File: src/rtl/mbs_pkg.sv
package mbs_pkg;

    typedef enum logic [2:0] {
        PH_IDLE,
        PH_ANN,
        PH_T1,
        PH_T2,
        PH_T3,
        PH_TW,
        PH_T4,
        PH_HOLD
    } phase_e;

    localparam logic [2:0] CODE_PASSIVE = 3'b111;
    localparam logic [2:0] CODE_IO_RD   = 3'b001;
    localparam logic [2:0] CODE_IO_WR   = 3'b010;
    localparam logic [2:0] CODE_MEM_RD  = 3'b101;
    localparam logic [2:0] CODE_MEM_WR  = 3'b110;

    function automatic logic [2:0] cycle_code(input logic is_io, input logic is_wr);
        if (is_io) return is_wr ? CODE_IO_WR : CODE_IO_RD;
        return is_wr ? CODE_MEM_WR : CODE_MEM_RD;
    endfunction

endpackage

File: src/rtl/mbs_fsm.sv
module mbs_fsm
    import mbs_pkg::*;
(
    input  logic   clk,
    input  logic   rst_n,
    input  logic   req_valid,
    input  logic   hold_req,
    input  logic   ready,
    input  logic   split_pend,
    output phase_e phase,
    output logic   accept,
    output logic   split_step,
    output logic   capture,
    output logic   done,
    output logic   hold_ack
);

    phase_e phase_nx;

    // state register
    always_ff @(posedge clk or negedge rst_n) begin
        if (!rst_n) phase <= PH_IDLE;
        else        phase <= phase_nx;
    end

    // next state
    always_comb begin
        phase_nx = phase;
        unique case (phase)
            PH_IDLE: begin
                if (hold_req)       phase_nx = PH_HOLD;
                else if (req_valid) phase_nx = PH_ANN;
            end
            PH_ANN:  phase_nx = PH_T1;
            PH_T1:   phase_nx = PH_T2;
            PH_T2:   phase_nx = PH_T3;
            PH_T3, PH_TW: phase_nx = ready ? PH_T4 : PH_TW;
            PH_T4: begin
                if (split_pend)     phase_nx = PH_T1;
                else if (hold_req)  phase_nx = PH_HOLD;
                else if (req_valid) phase_nx = PH_T1;
                else                phase_nx = PH_IDLE;
            end
            PH_HOLD: phase_nx = hold_req ? PH_HOLD : PH_IDLE;
            default: phase_nx = PH_IDLE;
        endcase
    end

    // outputs
    always_comb begin
        accept     = 1'b0;
        split_step = 1'b0;
        capture    = 1'b0;
        done       = 1'b0;
        hold_ack   = 1'b0;
        unique case (phase)
            PH_IDLE: accept = req_valid && !hold_req;
            PH_T3, PH_TW: capture = ready;
            PH_T4: begin
                split_step = split_pend;
                done       = !split_pend;
                accept     = !split_pend && !hold_req && req_valid;
            end
            PH_HOLD: hold_ack = 1'b1;
            default: ;
        endcase
    end

endmodule

File: src/rtl/mbs_req.sv
module mbs_req #(
    parameter int ADDR_W = 20,
    parameter int DATA_W = 16
) (
    input  logic              clk,
    input  logic              rst_n,
    input  logic              accept,
    input  logic              split_step,
    input  logic              capture,
    input  logic              int_en,
    input  logic [ADDR_W-1:0] req_addr,
    input  logic              req_io,
    input  logic              req_write,
    input  logic              req_word,
    input  logic [DATA_W-1:0] req_wdata,
    input  logic [1:0]        req_seg,
    input  logic [DATA_W-1:0] ad_in,
    output logic [ADDR_W-1:0] cur_addr,
    output logic              cur_word,
    output logic              r_io,
    output logic              r_wr,
    output logic [1:0]        r_seg,
    output logic              ie_q,
    output logic              split_pend,
    output logic [DATA_W-1:0] wr_bus,
    output logic [DATA_W-1:0] rdata
);

    localparam int BYTE_W = DATA_W / 2;
    localparam int LANES  = DATA_W / BYTE_W;

    logic [ADDR_W-1:0] a_q;
    logic              word_q;
    logic              second_q;
    logic [DATA_W-1:0] wd_q;
    logic [BYTE_W-1:0] byte_val;

    always_ff @(posedge clk or negedge rst_n) begin
        if (!rst_n) begin
            a_q      <= '0;
            r_io     <= 1'b0;
            r_wr     <= 1'b0;
            word_q   <= 1'b0;
            wd_q     <= '0;
            r_seg    <= '0;
            second_q <= 1'b0;
            ie_q     <= 1'b0;
        end else begin
            ie_q <= int_en;
            if (accept) begin
                a_q      <= req_addr;
                r_io     <= req_io;
                r_wr     <= req_write;
                word_q   <= req_word;
                wd_q     <= req_wdata;
                r_seg    <= req_seg;
                second_q <= 1'b0;
            end else if (split_step) begin
                second_q <= 1'b1;
            end
        end
    end

    assign split_pend = word_q && a_q[0] && !second_q;
    assign cur_word   = word_q && !a_q[0];
    assign cur_addr   = second_q ? a_q + ADDR_W'(1) : a_q;
    assign byte_val   = second_q ? wd_q[DATA_W-1:BYTE_W] : wd_q[BYTE_W-1:0];

    for (genvar ln = 0; ln < LANES; ln++) begin : g_lane
        assign wr_bus[ln*BYTE_W +: BYTE_W] = cur_word ? wd_q[ln*BYTE_W +: BYTE_W] : byte_val;
    end

    always_ff @(posedge clk or negedge rst_n) begin
        if (!rst_n) begin
            rdata <= '0;
        end else if (capture) begin
            if (cur_word)
                rdata <= ad_in;
            else if (second_q)
                rdata[DATA_W-1:BYTE_W] <= ad_in[BYTE_W-1:0];
            else
                rdata <= {{BYTE_W{1'b0}},
                          cur_addr[0] ? ad_in[DATA_W-1:BYTE_W] : ad_in[BYTE_W-1:0]};
        end
    end

endmodule

File: src/rtl/mbs_pins.sv
module mbs_pins
    import mbs_pkg::*;
#(
    parameter int ADDR_W = 20,
    parameter int DATA_W = 16
) (
    input  phase_e                   phase,
    input  logic                     ready,
    input  logic                     accept,
    input  logic                     split_pend,
    input  logic                     req_io,
    input  logic                     req_write,
    input  logic [ADDR_W-1:0]        cur_addr,
    input  logic                     cur_word,
    input  logic                     r_io,
    input  logic                     r_wr,
    input  logic [1:0]               r_seg,
    input  logic                     ie_q,
    input  logic [DATA_W-1:0]        wr_bus,
    output logic [DATA_W-1:0]        ad_out,
    output logic                     ad_oe,
    output logic [ADDR_W-DATA_W-1:0] as_out,
    output logic                     as_oe,
    output logic                     bhe_n,
    output logic                     bhe_oe,
    output logic                     rd_n,
    output logic                     rd_oe,
    output logic [2:0]               status
);

    localparam int UP_W = ADDR_W - DATA_W;

    logic [2:0]      own_code;
    logic [2:0]      next_code;
    logic [UP_W-1:0] stat_bits;

    assign own_code  = cycle_code(r_io, r_wr);
    assign next_code = split_pend ? own_code : cycle_code(req_io, req_write);

    always_comb begin
        stat_bits    = '0;
        stat_bits[2] = ie_q;
        stat_bits[1:0] = r_seg;
    end

    always_comb begin
        ad_out = '0;
        ad_oe  = 1'b0;
        as_out = '0;
        as_oe  = 1'b1;
        bhe_n  = 1'b1;
        bhe_oe = 1'b1;
        rd_n   = 1'b1;
        rd_oe  = 1'b1;
        status = CODE_PASSIVE;
        unique case (phase)
            PH_IDLE: ;
            PH_ANN:  status = own_code;
            PH_T1: begin
                ad_out = cur_addr[DATA_W-1:0];
                ad_oe  = 1'b1;
                as_out = r_io ? '0 : cur_addr[ADDR_W-1:DATA_W];
                bhe_n  = !(cur_word || cur_addr[0]);
                status = own_code;
            end
            PH_T2: begin
                ad_out = r_wr ? wr_bus : '0;
                ad_oe  = r_wr;
                as_out = stat_bits;
                rd_n   = r_wr;
                status = own_code;
            end
            PH_T3, PH_TW: begin
                ad_out = r_wr ? wr_bus : '0;
                ad_oe  = r_wr;
                as_out = stat_bits;
                rd_n   = r_wr;
                status = ready ? CODE_PASSIVE : own_code;
            end
            PH_T4: begin
                ad_out = r_wr ? wr_bus : '0;
                ad_oe  = r_wr;
                as_out = stat_bits;
                status = (split_pend || accept) ? next_code : CODE_PASSIVE;
            end
            PH_HOLD: begin
                as_oe  = 1'b0;
                bhe_oe = 1'b0;
                rd_oe  = 1'b0;
            end
            default: ;
        endcase
    end

endmodule

File: src/rtl/mux_bus_seq.sv
module mux_bus_seq
    import mbs_pkg::*;
#(
    parameter int ADDR_W = 20,
    parameter int DATA_W = 16,
    localparam int UP_W  = ADDR_W - DATA_W
) (
    input  logic              clk,
    input  logic              rst_n,
    input  logic              req_valid,
    output logic              req_ack,
    input  logic [ADDR_W-1:0] req_addr,
    input  logic              req_io,
    input  logic              req_write,
    input  logic              req_word,
    input  logic [DATA_W-1:0] req_wdata,
    input  logic [1:0]        req_seg,
    input  logic              int_en,
    output logic              done,
    output logic [DATA_W-1:0] rdata,
    input  logic              ready,
    input  logic              hold_req,
    output logic              hold_ack,
    output logic [DATA_W-1:0] ad_out,
    output logic              ad_oe,
    input  logic [DATA_W-1:0] ad_in,
    output logic [UP_W-1:0]   as_out,
    output logic              as_oe,
    output logic              bhe_n,
    output logic              bhe_oe,
    output logic              rd_n,
    output logic              rd_oe,
    output logic [2:0]        status
);

    phase_e            phase;
    logic              accept, split_step, capture, split_pend;
    logic [ADDR_W-1:0] cur_addr;
    logic              cur_word, r_io, r_wr, ie_q;
    logic [1:0]        r_seg;
    logic [DATA_W-1:0] wr_bus;

    assign req_ack = accept;

    mbs_fsm u_fsm (
        .clk       (clk),
        .rst_n     (rst_n),
        .req_valid (req_valid),
        .hold_req  (hold_req),
        .ready     (ready),
        .split_pend(split_pend),
        .phase     (phase),
        .accept    (accept),
        .split_step(split_step),
        .capture   (capture),
        .done      (done),
        .hold_ack  (hold_ack)
    );

    mbs_req #(.ADDR_W(ADDR_W), .DATA_W(DATA_W)) u_req (
        .clk       (clk),
        .rst_n     (rst_n),
        .accept    (accept),
        .split_step(split_step),
        .capture   (capture),
        .int_en    (int_en),
        .req_addr  (req_addr),
        .req_io    (req_io),
        .req_write (req_write),
        .req_word  (req_word),
        .req_wdata (req_wdata),
        .req_seg   (req_seg),
        .ad_in     (ad_in),
        .cur_addr  (cur_addr),
        .cur_word  (cur_word),
        .r_io      (r_io),
        .r_wr      (r_wr),
        .r_seg     (r_seg),
        .ie_q      (ie_q),
        .split_pend(split_pend),
        .wr_bus    (wr_bus),
        .rdata     (rdata)
    );

    mbs_pins #(.ADDR_W(ADDR_W), .DATA_W(DATA_W)) u_pins (
        .phase     (phase),
        .ready     (ready),
        .accept    (accept),
        .split_pend(split_pend),
        .req_io    (req_io),
        .req_write (req_write),
        .cur_addr  (cur_addr),
        .cur_word  (cur_word),
        .r_io      (r_io),
        .r_wr      (r_wr),
        .r_seg     (r_seg),
        .ie_q      (ie_q),
        .wr_bus    (wr_bus),
        .ad_out    (ad_out),
        .ad_oe     (ad_oe),
        .as_out    (as_out),
        .as_oe     (as_oe),
        .bhe_n     (bhe_n),
        .bhe_oe    (bhe_oe),
        .rd_n      (rd_n),
        .rd_oe     (rd_oe),
        .status    (status)
    );

endmodule

File: config.mk
export PLATFORM = sky130hd
export DESIGN_NAME = mux_bus_seq
export DESIGN_NICKNAME = d
export VERILOG_FILES = /design/src/rtl/mbs_pkg.sv /design/src/rtl/mbs_fsm.sv /design/src/rtl/mbs_req.sv /design/src/rtl/mbs_pins.sv /design/src/rtl/mux_bus_seq.sv
export SDC_FILE = /design/constraint.sdc
export NUM_CORES = 1
export LEC_CHECK = 0
export BUFFER_PORTS_ARGS = -buffer_cell sky130_fd_sc_hd__buf_2
export CELL_PAD_IN_SITES_DETAIL_PLACEMENT = 1
export CELL_PAD_IN_SITES_GLOBAL_PLACEMENT = 1
export CORE_MARGIN = 3
export CORE_UTILIZATION = 43
export CTS_CLUSTER_SIZE = 24
export DETAILED_ROUTE_END_ITERATION = 7
export PLACE_DENSITY = 0.93
export RECOVER_POWER = 25
export SLEW_MARGIN = 40
export SYNTH_ARGS = -nofsm -noshare
export SYNTH_HDL_FRONTEND = slang
export SYNTH_HIERARCHICAL = 1
export SYNTH_SLANG_ARGS = --single-unit
File: constraint.sdc
create_clock -name clk -period 5.5 [get_ports clk]
set_clock_uncertainty 0.2 [all_clocks]
set_input_delay 1.65 -clock clk [delete_from_list [all_inputs] [get_ports clk]]
set_output_delay 1.65 -clock clk [all_outputs]
set_load 0.01 [all_outputs]
* Word level (Yosys, flattened, before mapping)
Index checks and enable logic that the tools add are counted.
** Operators by class
- $add $sub $neg :: 1
- Equality and inequality tests :: 9
- Muxes and demuxes :: 45
- Reduce and logical (&&, ||, !) cells :: 20
** Operator list (number)
- $mux W8 :: 6
- $mux W3 :: 12
- $mux W16 :: 2
- $pmux W16 S2 :: 1
- $pmux W3 S7 :: 1
- $add A20 B1 Y20 const B :: 1
- $mux W20 :: 1
- $eq A3 B3 Y1 const B :: 4
- $mux W2 :: 6
- $mux W1 :: 11
- $pmux W3 S3 :: 1
- $pmux W4 S2 :: 1
- $eq A3 B2 Y1 const B :: 2
- $logic_and A1 B1 Y1 :: 6
- $reduce_or A3 Y1 :: 2
- $logic_not A1 Y1 :: 5
- $mux W4 :: 1
- $pmux W1 S2 :: 2
- $reduce_or A4 Y1 :: 1
- $eq A3 B1 Y1 const B :: 1
- $logic_not A3 Y1 :: 1
- $ne A3 B3 Y1 const B :: 1
- $logic_or A1 B1 Y1 :: 2
- $ne A2 B1 Y1 const B :: 1
- other kinds (3) :: 3
** Storage, ports and cells
- Register bits after elaboration :: 62
- Input bits :: 63
- Output and inout port bits :: 48
- Logic and storage cells :: 86

* Logic depth before layout (Yosys ltp)
- Word-level depth :: 9
- Mapped depth :: 7
- Mapped depth without buffers :: 7

* By module
The synthesis kept the hierarchy.
** By module, submodules not included
- mbs_req :: instances 1, cells each 254, area each 2992.9 um^2, seq. area each 1476.4 um^2
- mbs_pins :: instances 1, cells each 64, area each 444.2 um^2, seq. area each 0.0 um^2
- mbs_fsm :: instances 1, cells each 32, area each 241.5 um^2, seq. area each 75.1 um^2

* Worst setup path after synthesis
Ideal clock, no wire load.
- Path type :: input -> output
- Start :: input port hold_req
- End :: output port status[0]
- Data arrival time :: 2.419 ns
- Required time :: 3.650 ns
- Slack :: 1.231 ns
- Cell stages on the path :: 5
- Path buffers :: 0
- Path through :: nor2_1 > o211a_1 > nand4b_1 > nor2_1 > a211oi_1
** On the way
- Cells in the longest elaborated chain, start to end :: 7
- Elaborated cells between the ends (all ways) :: 8
- Those cells by class :: mux: 3; reduce/logical: 5
** RTL lines
- from (decl) :: RTL line mux_bus_seq.sv:22 : input logic hold_req,
- $logic_not A1 Y1 (*) :: RTL line mbs_fsm.sv:57, mbs_fsm.sv:62
- $logic_and A1 B1 Y1 (2 in series) :: RTL line mbs_fsm.sv:62 : accept = !split_pend && !hold_req && req_valid;
- $pmux W1 S2 (*) :: RTL line mbs_fsm.sv:56 : unique case (phase)
- net req_ack :: RTL line mux_bus_seq.sv:11 : output logic req_ack,
- $logic_or A1 B1 Y1 (*) :: RTL line mbs_pins.sv:84 : status = (split_pend || accept) ? next_code : CODE_PASSIVE;
- $mux W3 (*) :: RTL line mbs_pins.sv:84
- $pmux W3 S3 (*) :: RTL line mbs_pins.sv:56 : unique case (phase)
- to (decl) :: RTL line mux_bus_seq.sv:33 : output logic [2:0] status
Mark *: on every way through the listed nets, which the timed path passes. The rest lies on a longest branch.

* Final worst setup path
- Start :: input port hold_req
- End :: output port req_ack
** On the way
- Cells in the longest elaborated chain, start to end :: 4
- Elaborated cells between the ends (all ways) :: 5
- Those cells by class :: mux: 1; reduce/logical: 4
** RTL lines (RTL line)
- $logic_not A1 Y1 (*) :: mbs_fsm.sv:57, mbs_fsm.sv:62
- $logic_and A1 B1 Y1 (2 in series) :: mbs_fsm.sv:62
- $pmux W1 S2 (*) :: mbs_fsm.sv:56
- to (decl) :: mux_bus_seq.sv:11
Every way passes the cells marked *; elsewhere a longest branch is shown, timed or not.

==> out/summary.txt <==
Worst path required time: 3.65 ns
Layout cells sized above 1: 42.8%
Final std cells w/o fill: 565
Worst Setup EP: req_ack
CP peak stage delay: 0.48 ns
Die Y: 98.5 um
Maximum VDD drop: 0.276 mV
Critical-path top delay cell: buf_4
Die X: 98.5 um
Min Tclk post-route: 4.74 ns
Max-cap violations: 2
Final ANT Viol Nets: 0
Synth Warn #: 6
Most frequent cells in the layout: buf_2, dfrtp_1, mux2_2
Max FO, Critical Path: 43
Placed insts: 549
Slew @ Worst Pin: 1.82 ns
Hold Crit Start: u_req/wd_q[6]$_DFFE_PN0P_
Layout area overhead: 20.7%
Pwr Density: 624 mW/mm2
Worst Path Arrival: 2.89 ns
Clk buf depth: 2
Hold buffer count at CTS: 0
Clk_lat worst skew: 0.33 ns
First-pass GRT wire length: 17100 um
Fmax: 211 MHz
Detailed-route via count: 3164
Clock sinks: 62
Initial antenna violation count: 0
Critical path startpoint category: primary input
Largest net degree at the start of global routing: 44
Hold Path Class: register to register
Fin crit share: 86.1%
CTS clk-pin slew, worst paths: 0.07 ns
Total length of routed wires: 10700 um
Max-Slew Margin vs Limit: -21.0%
P_leak: 2.01 nW
Syn avg cell area: 10.5 um2
WHS: 0.335 ns
FF-to-FF End: u_req/wd_q[12]$_DFFE_PN0P_
GPL Wtd Cong: 0.885
Run status: finished, violations left
Worst Setup End Kind: primary output
Initial Util: 44.5%
Sequential area share after synthesis: 42.2%
Critical R2R Launch: u_fsm/phase[1]$_DFFE_PN0P_
Distinct cells, synth: 49
Post-CTS Resized: 0
Number of CTS-inserted buffers: 9
I/O Buffers: 110
DRT iter0 DRCs: 102
H-tree depth: 3
Cell Area, Synth: 0.00368 mm2
Failing checks: capacitance limit, slew limit
Drc violations: 0
Slew Limit Fails: 65
Final Hold Viols: 0
CTS tree: done
# nets final: 519
Reg2Reg Depth: 5
FF+latch count, synth: 62
Post-Syn Instances: 350
Syn nets: 414
Dpl hpwl: 7840 um
Setup repair bufs after CTS: 0
IO Pins: 111
Fin Setup TNS: 0 ns
CP Cell Sequence: clkbuf_1 > nor2_1 > o211a_1 > buf_4 > buf_2
Root buffer selected by CTS: clkbuf_8
GRT Total Usage: 22.1%
Diode count: 0
CP Launch Point: hold_req
Post-DR vias/cell: 5.60
Reg2Reg Setup Slack: 2.99 ns
Commonest non-fill, non-tap cell in the layout: buf_2
Crit path kind: primary input to primary output
Core area: 0.00826 mm2
Overflow after GRT: 0
Die ar.: 0.00970 mm2
Vias in the first global route: 3425
Final setup viols: 0
Unrepaired setup endpoints after global routing: no
Pre-Repair DR Iteration Count: 4
# rows: 33
WL/cell: 19.0 um
==> layout make-up <==
type | count | area (um2)
clock buffers | 9 | 124
fillers | 963 | 3820
inverters | 5 | 18.8
multi-input cells | 263 | 1970
repair buffers | 114 | 569
clock inverters | 7 | 73.8
well taps | 105 | 131
flip-flops and latches | 62 | 1550
==> cell families (layout without fill, tap and decap cells) <==
| kind of cell | Yosys count | in the layout | share of synthesized area [%] |
|---|---|---|---|
| flops | 62 | 62 | 42.2 |
| fa+ha+maj | 1 | 1 | 0.340 |
| simple gates | 116 | 116 | 16.5 |
| buf+inv | 25 | 135 | 4.25 |
| xor+xnor | 19 | 19 | 4.52 |
| mux | 66 | 66 | 19.9 |
| compound gates | 61 | 61 | 12.3 |
==> worst max-delay path: cells and delay by family <==
kind	cells	cell delay, ns
compound gates	1	0.19
buf+inv	3	0.87
simple gates	1	0.16
==> metal layers <==
| layer | wire length [um] | up-vias | track usage [%] |
|---|---|---|---|
| li1 | - | 1480 | - |
| met1 | 4330 | 1582 | 26.2 |
| met2 | 5760 | 93 | 40.1 |
| met3 | 504 | 9 | 4.53 |
| met4 | 130 | 0 | 6.62 |
| met5 | 0 | - | 0 |
==> Yosys cell counts, drive strengths merged <==
cell type	n	share of area, %
nor4b	1	0.24
inv	5	0.51
a22oi	3	0.61
xnor2	13	3.1
nand2b	6	1.2
and2	1	0.17
nor2	36	4.1
nand4	9	1.5
nand4b	1	0.24
ha	1	0.34
and3	2	0.34
dfrtp	62	42
nor3	5	0.82
and3b	1	0.24
nor4	2	0.68
a21boi	2	0.82
o211ai	2	0.41
o21ai	6	0.82
o311ai	1	0.24
a21oi	14	2.2
mux2	58	18
clkbuf	4	0.44
nand3	18	2.4
nand2	25	2.6
o211a	1	0.27
nor2b	4	0.68
a31oi	9	1.5
buf	16	3.3
o221ai	1	0.24
o21a	1	0.24
xor2	6	1.4
mux2i	8	2.2
a22o	19	4.5
or2	1	0.17
a211oi	2	0.41
nor3b	3	0.75
and4	1	0.24
==> worst min path at each step <==
stage,end,slack [ns],cells past startpoint
global route,u_req/a_q[19]$_DFFE_PN0P_,0.36,1
floorplan,u_req/wd_q[0]$_DFFE_PN0P_,0.29,1
global placement,u_req/wd_q[12]$_DFFE_PN0P_,0.31,1
detailed placement,u_req/wd_q[0]$_DFFE_PN0P_,0.32,1
CTS,u_req/a_q[19]$_DFFE_PN0P_,0.34,1
finish,u_req/wd_q[6]$_DFFE_PN0P_,0.34,1
==> where the power goes <==
part	internal (mW)	total, mW	switching [mW]
registers	0.684	0.971	0.287
clock network	0.211	0.401	0.190
logic	0.677	1.40	0.719
==> through the flow <==
stage	utilization (%)	instance area (um2)	power [mW]	setup slack [ns]
after global placement	51.5	4250	2.29	0.845
after floorplan	-	3680	1.92	1.23
after global routing	53.8	4440	2.97	0.516
after CTS	53.9	4450	2.79	0.803
final	53.8	4440	2.77	0.763
after detailed placement	51.5	4250	2.37	0.800
==> state kept, by name, indices dropped and copies added (netlist names) <==
register,flops
u_req/rdata,16
u_req/wd_q,16
u_req/r_io,1
u_fsm/phase,3
u_req/word_q,1
u_req/a_q,20
u_req/r_seg,2
u_req/second_q,1
u_req/ie_q,1
u_req/r_wr,1
(Power assumes the default switching activity.)
